$ cat src/rtl/arb_pkg.sv
package arb_pkg;
    typedef enum logic [1:0] {
        ST_OFF  = 2'd0,
        ST_IDLE = 2'd1,
        ST_BUSY = 2'd2
    } arb_state_e;
endpackage

$ cat src/rtl/lru_order.sv
// Recency order over ENTRIES places, kept as a pairwise "i older than j" matrix.
module lru_order #(
    parameter int ENTRIES = 5
) (
    input  logic               clk,
    input  logic               rst_n,
    input  logic [ENTRIES-1:0] elig,
    input  logic               use_en,
    input  logic [ENTRIES-1:0] use_vec,
    output logic [ENTRIES-1:0] win
);
    logic [ENTRIES-1:0][ENTRIES-1:0] older_q;

    always_ff @(posedge clk or negedge rst_n) begin
        if (!rst_n) begin
            for (int i = 0; i < ENTRIES; i++) begin
                for (int j = 0; j < ENTRIES; j++) begin
                    older_q[i][j] <= 1'(i < j);
                end
            end
        end else if (use_en) begin
            for (int i = 0; i < ENTRIES; i++) begin
                for (int j = 0; j < ENTRIES; j++) begin
                    if (i != j) begin
                        if (use_vec[i]) begin
                            older_q[i][j] <= 1'b0;
                        end else if (use_vec[j]) begin
                            older_q[i][j] <= 1'b1;
                        end
                    end
                end
            end
        end
    end

    for (genvar gi = 0; gi < ENTRIES; gi++) begin : g_win
        logic beats_all;
        always_comb begin
            beats_all = 1'b1;
            for (int j = 0; j < ENTRIES; j++) begin
                if (j != gi && elig[j] && !older_q[gi][j]) begin
                    beats_all = 1'b0;
                end
            end
        end
        assign win[gi] = elig[gi] & beats_all;
    end
endmodule

$ cat src/rtl/two_level_lru_arbiter.sv
module two_level_lru_arbiter
    import arb_pkg::*;
#(
    parameter int MASTERS = 4
) (
    input  logic               clk,
    input  logic               rst_n,
    input  logic [MASTERS-1:0] req,
    input  logic               bus_busy,
    input  logic [MASTERS-1:0] grp_low,
    input  logic               cfg_we,
    input  logic               cfg_dis,
    output logic [MASTERS-1:0] gnt
);
    localparam int HI_PLACES = MASTERS + 1;
    localparam int GRP_SLOT  = MASTERS;

    arb_state_e         state, state_nx;
    logic               dis_q;
    logic [MASTERS-1:0] lo_elig, lo_win, pick;
    logic [HI_PLACES-1:0] hi_elig, hi_win, hi_use;
    logic               start_ev, owner_low, any_req;

    // Off bit: set by reset, written by a one-cycle strobe.
    always_ff @(posedge clk or negedge rst_n) begin
        if (!rst_n) begin
            dis_q <= 1'b1;
        end else if (cfg_we) begin
            dis_q <= cfg_dis;
        end
    end

    // State register.
    always_ff @(posedge clk or negedge rst_n) begin
        if (!rst_n) begin
            state <= ST_OFF;
        end else begin
            state <= state_nx;
        end
    end

    always_comb begin
        state_nx = state;
        unique case (state)
            ST_OFF:  state_nx = dis_q ? ST_OFF : (bus_busy ? ST_BUSY : ST_IDLE);
            ST_IDLE: state_nx = dis_q ? ST_OFF : (bus_busy ? ST_BUSY : ST_IDLE);
            ST_BUSY: state_nx = dis_q ? ST_OFF : (bus_busy ? ST_BUSY : ST_IDLE);
            default: state_nx = ST_OFF;
        endcase
    end

    // Candidate sets for both levels.
    assign lo_elig  = req & grp_low;
    assign hi_elig  = {|lo_elig, req & ~grp_low};
    assign any_req  = |req;

    assign start_ev  = (state == ST_IDLE) && bus_busy && (|gnt);
    assign owner_low = |(gnt & grp_low);
    assign hi_use    = owner_low ? {1'b1, {MASTERS{1'b0}}} : {1'b0, gnt};

    lru_order #(.ENTRIES(HI_PLACES)) u_hi (
        .clk     (clk),
        .rst_n   (rst_n),
        .elig    (hi_elig),
        .use_en  (start_ev),
        .use_vec (hi_use),
        .win     (hi_win)
    );

    lru_order #(.ENTRIES(MASTERS)) u_lo (
        .clk     (clk),
        .rst_n   (rst_n),
        .elig    (lo_elig),
        .use_en  (start_ev && owner_low),
        .use_vec (gnt),
        .win     (lo_win)
    );

    assign pick = hi_win[GRP_SLOT] ? lo_win : hi_win[MASTERS-1:0];

    // Output register: re-arbitrated every edge, parked when nobody asks.
    always_ff @(posedge clk or negedge rst_n) begin
        if (!rst_n) begin
            gnt <= '0;
        end else if (dis_q) begin
            gnt <= '0;
        end else if (any_req) begin
            gnt <= pick;
        end
    end
endmodule

$ cat config.mk
export PLATFORM = sky130hd
export DESIGN_NAME = two_level_lru_arbiter
export DESIGN_NICKNAME = d
export VERILOG_FILES = /design/src/rtl/arb_pkg.sv /design/src/rtl/lru_order.sv /design/src/rtl/two_level_lru_arbiter.sv
export SDC_FILE = /design/constraint.sdc
export NUM_CORES = 1
export LEC_CHECK = 0
export BUFFER_PORTS_ARGS = -buffer_cell sky130_fd_sc_hd__buf_2
export CAP_MARGIN = 15
export CELL_PAD_IN_SITES_DETAIL_PLACEMENT = 2
export CELL_PAD_IN_SITES_GLOBAL_PLACEMENT = 2
export CORE_MARGIN = 4
export CORE_UTILIZATION = 37
export DETAILED_ROUTE_END_ITERATION = 10
export GPL_ROUTABILITY_DRIVEN = 0
export MAX_ROUTING_LAYER = met4
export PLACE_DENSITY = 0.82
export SLEW_MARGIN = 20
export SYNTH_ARGS = -nofsm -noshare
export SYNTH_HDL_FRONTEND = slang
export SYNTH_SLANG_ARGS = --single-unit
$ cat constraint.sdc
create_clock -name clk -period 1.9 [get_ports clk]
set_input_delay 0.475 -clock clk [delete_from_list [all_inputs] [get_ports clk]]
set_output_delay 0.475 -clock clk [all_outputs]
set_load 0.005 [all_outputs]
==> run_results.csv <==
group,metric,value,unit
run_status,status,"complete, no violations",
setup_path,crit_path_top_delay_cell,"sky130_fd_sc_hd__dfrtp_1",
detailed_routing,first_pass_iteration_count_of_the_detailed_router,4,
setup_path,reg2reg_to,"u_hi.older_q[15]",
clock_network,tritoncts,"yes",
setup_path,critical_path.startpoint_type,"flop",
synth,synth.lib_cells_used.distinct,38,
setup_path,path_delay_family,"compound AO/OA/AOI/OAI gates",
global_routing,grt_overflow_total,0,
detailed_routing,dr_total_vias,1701,
die,initial_utilization,39.0,%
final_layout,insertedDiodeCount,0,
clock_network,cts_inserted_buffers,5,
clock_network,postCtsHoldBufs,0,
setup_path,worst-r2r-cell-count,5,
die,core_area,4850,um2
synth,synth_area_in_compound_gates,29.6,%
global_routing,grt_pass1_vias,1912,
detailed_routing,antenna_violating_nets_post_route,0,
setup_path,cp_max_fo,7,
clock_network,clock_tree.htree_level_count,2,
sta,finalHoldViolations,0,
clock_network,clock-root-buffer,"sky130_fd_sc_hd__clkbuf_8",
place,port_buffers,16,
place,pre_cts_ws,-1.88,ps
synth,netlist_instances,187,
sta,slew-limit-headroom,61.2,%
setup_path,critical_path_required,2120,ps
synth,ys_warn_count,0,
synth,post_synth_fa_ha_maj_area_fraction,0,%
clock_network,cts.sinks,39,
sta,fin_crit,1770,ps
sta,holdWs,228,ps
clock_network,clockBufferDepth,2,
final_layout,area_growth_syn_to_layout,19.8,%
setup_path,worstPathBufferInverterCount,1,
synth,ys_seq_elements,39,
detailed_routing,vias_per_cell,5.99,
die,standard_cell_rows,25,
clock_network,clk_latency,290,ps
clock_network,clk_pin_slew_worst_paths,90,ps
synth,mux_share_of_post_synthesis_cell_area,0.596,%
setup_path,worst-endpoint-arrival,1990,ps
power,vdd.ir_drop.worst,0.000336,V
power,leakagePower,0.984,nW
detailed_routing,drt-total-wl,6.49,mm
detailed_routing,post-route-drc-count,0,
setup_path,kind_of_capture_point_of_the_worst_setup_path,"flop",
worst_hold_path,hold_path_class,"in2async",
final_layout,post_route_cells_drive_above_1_share,31.8,%
synth,post_synth_instance_area,1890,um2
synth,seq_area_frac_synth,52.7,%
synth,syn_area_per_cell,10.1,um2
final_layout,fillCellCount,536,
sta,clock-skew-final,9.56,ps
setup_path,regToRegStartpoint,"gnt[1]",
die,fp.dieArea,6320,um2
die,die_width,79.5,um
setup_path,list_of_cells_traversed_by_the_critical_path,"a222oi_1 > buf_4 > nand2_1 > o31ai_2 > a22o_1",
global_routing,track_usage,22.7,%
sta,grt_setup_unrepaired,"no",
sta,finalSetupViolCount,0,
sta,f_max,0.566,GHz
sta,layout_worst_path_cycle_share,93.0,%
sta,worst_pin_slew,577,ps
global_routing,grt_pass1_wl,10.5,mm
detailed_routing,detail_route.iter0.violations,66,
setup_path,regToRegSetupSlack,130,ps
synth,yosys.area_share.simple,14.1,%
synth,synth_fp_nets,200,
sta,max_transition_viols_final,0,
global_routing,grt_start_max_net_pins,40,
setup_path,worstSetupEndpoint,"u_hi.older_q[15]",
final_layout,design.final.nets,229,
run,max_cap_viol_count,0,
setup_path,startpoint,"gnt[1]",
setup_path,cp_num_cells,5,
die,io-pin-count,17,
global_routing,grt_antenna_before_repair,0,
synth,post_synth_xor_area_fraction,0,%
synth,synth_top_family_by_area,"compound AO/OA/AOI/OAI gates",
die,floorplan.die.height,79.5,um
detailed_routing,wl_per_cell,22.8,um
sta,postLayoutSetupSlackWorst,132,ps
setup_path,critPathMaxStageDelay,400,ps
place,placed_wire_length_estimate_after_detailed_placement,4.36,mm
sta,fin_tns_setup,0,ps
setup_path,criticalPathCategory,"reg2reg",
power,cellPowerDensity,994,nW/um2
cell families (layout without fill, tap and decap cells):
group / count (synthesis) / count (layout)
and+or+nand+nor: 53 / 53
AOI/OAI and AO/OA: 82 / 82
muxes: 1 / 1
buffers and inverters: 12 / 42
DFF: 39 / 39
registers in the layout (all words and copies together), names as in the netlist:
register / cells
u_hi.older_q: 20
u_lo.older_q: 12
gnt: 4
state: 2
dis_q: 1
metrics by stage:
stage | power, W | util (%) | area [um2] | instances
6_report | 0.00225 | 46.7 | 2260 | 284
5_1_grt | 0.00236 | 46.7 | 2260 | 284
3_5_place_dp | 0.00151 | 44.2 | 2140 | 276
3_3_place_gp | 0.00146 | 44.2 | 2140 | 276
4_1_cts | 0.00226 | 46.6 | 2260 | 284
2_1_floorplan | 0.00133 | - | 1890 | 187
area by class of cell:
type	instances	area, um2	share of cell area (%)
Sequential cell	39	997	44.0
Clock inverter	2	35.0	1.55
Clock buffer	6	82.6	3.65
Tap cell	67	83.8	3.70
Timing Repair Buffer	33	220	9.72
Inverter	1	3.75	0.166
Multi-Input combinational cell	136	842	37.2
layer usage:
layer | GRT usage [%] | vias up | routed length [um]
met4 | 8.59 | 0 | 149
li1 | - | 743 | -
met5 | - | - | 0
met1 | 26.5 | 884 | 2770
met2 | 38.6 | 56 | 3300
met3 | 4.29 | 18 | 271
repair_timing:
action,CTS,global route
gates resized for setup,0,1
setup endpoints to repair,0,1
buffers inserted,0,0
power by group:
group | internal [W] | switching, W | leakage, nW
Clock | 0.000425 | 0.000307 | 0.0612
Combinational | 0.000184 | 0.000218 | 0.451
Sequential | 0.00101 | 0.000111 | 0.472
Total | 0.00162 | 0.000636 | 0.984
worst min-delay path by stage:
stage	startpoint	endpoint	slack, ps	cells after the start
floorplan	rst_n	gnt[0]	180	0
global placement	u_hi.older_q[4]	u_hi.older_q[4]	470	2
detailed placement	u_hi.older_q[4]	u_hi.older_q[4]	480	2
CTS	rst_n	state[1]	250	2
global route	rst_n	gnt[0]	290	2
finish	rst_n	gnt[0]	230	2
cell usage after synthesis (all sizes together):
library cell	n	share of area, %
nor2b	2	0.66
clkbuf	7	1.4
o21a	6	2.4
o221ai	4	2.2
mux2	1	0.60
o22a	4	1.9
o22ai	6	2.0
dfstp	17	24
a31oi	2	0.66
buf	4	1.4
dfrtp	22	29
or4b	1	0.73
nor4	1	0.33
inv	1	0.20
nand2	24	4.9
nand2b	4	1.3
a22oi	2	0.79
and2	5	1.7
and3b	1	0.46
a21boi	1	0.40
o211ai	4	1.6
or3	4	1.3
nor2	9	1.8
o2bb2ai	2	0.93
o21ba	4	2.1
a21o	3	1.2
and4	1	0.60
a22o	4	1.9
o21ai	8	2.1
and3	1	0.33
o31ai	4	1.9
a21oi	27	7.1
a222oi	1	0.53
placed cells by master, fill, tap and decap left out, drive strengths merged, types with 5 or more instances in the layout:
master,count
a21oi,27
o22ai,6
dfstp,17
o21a,6
clkbuf,6
nor2,9
nand2,24
o21ai,8
and2,5
dfrtp,22
buf,33
(Power assumes the default switching activity.)
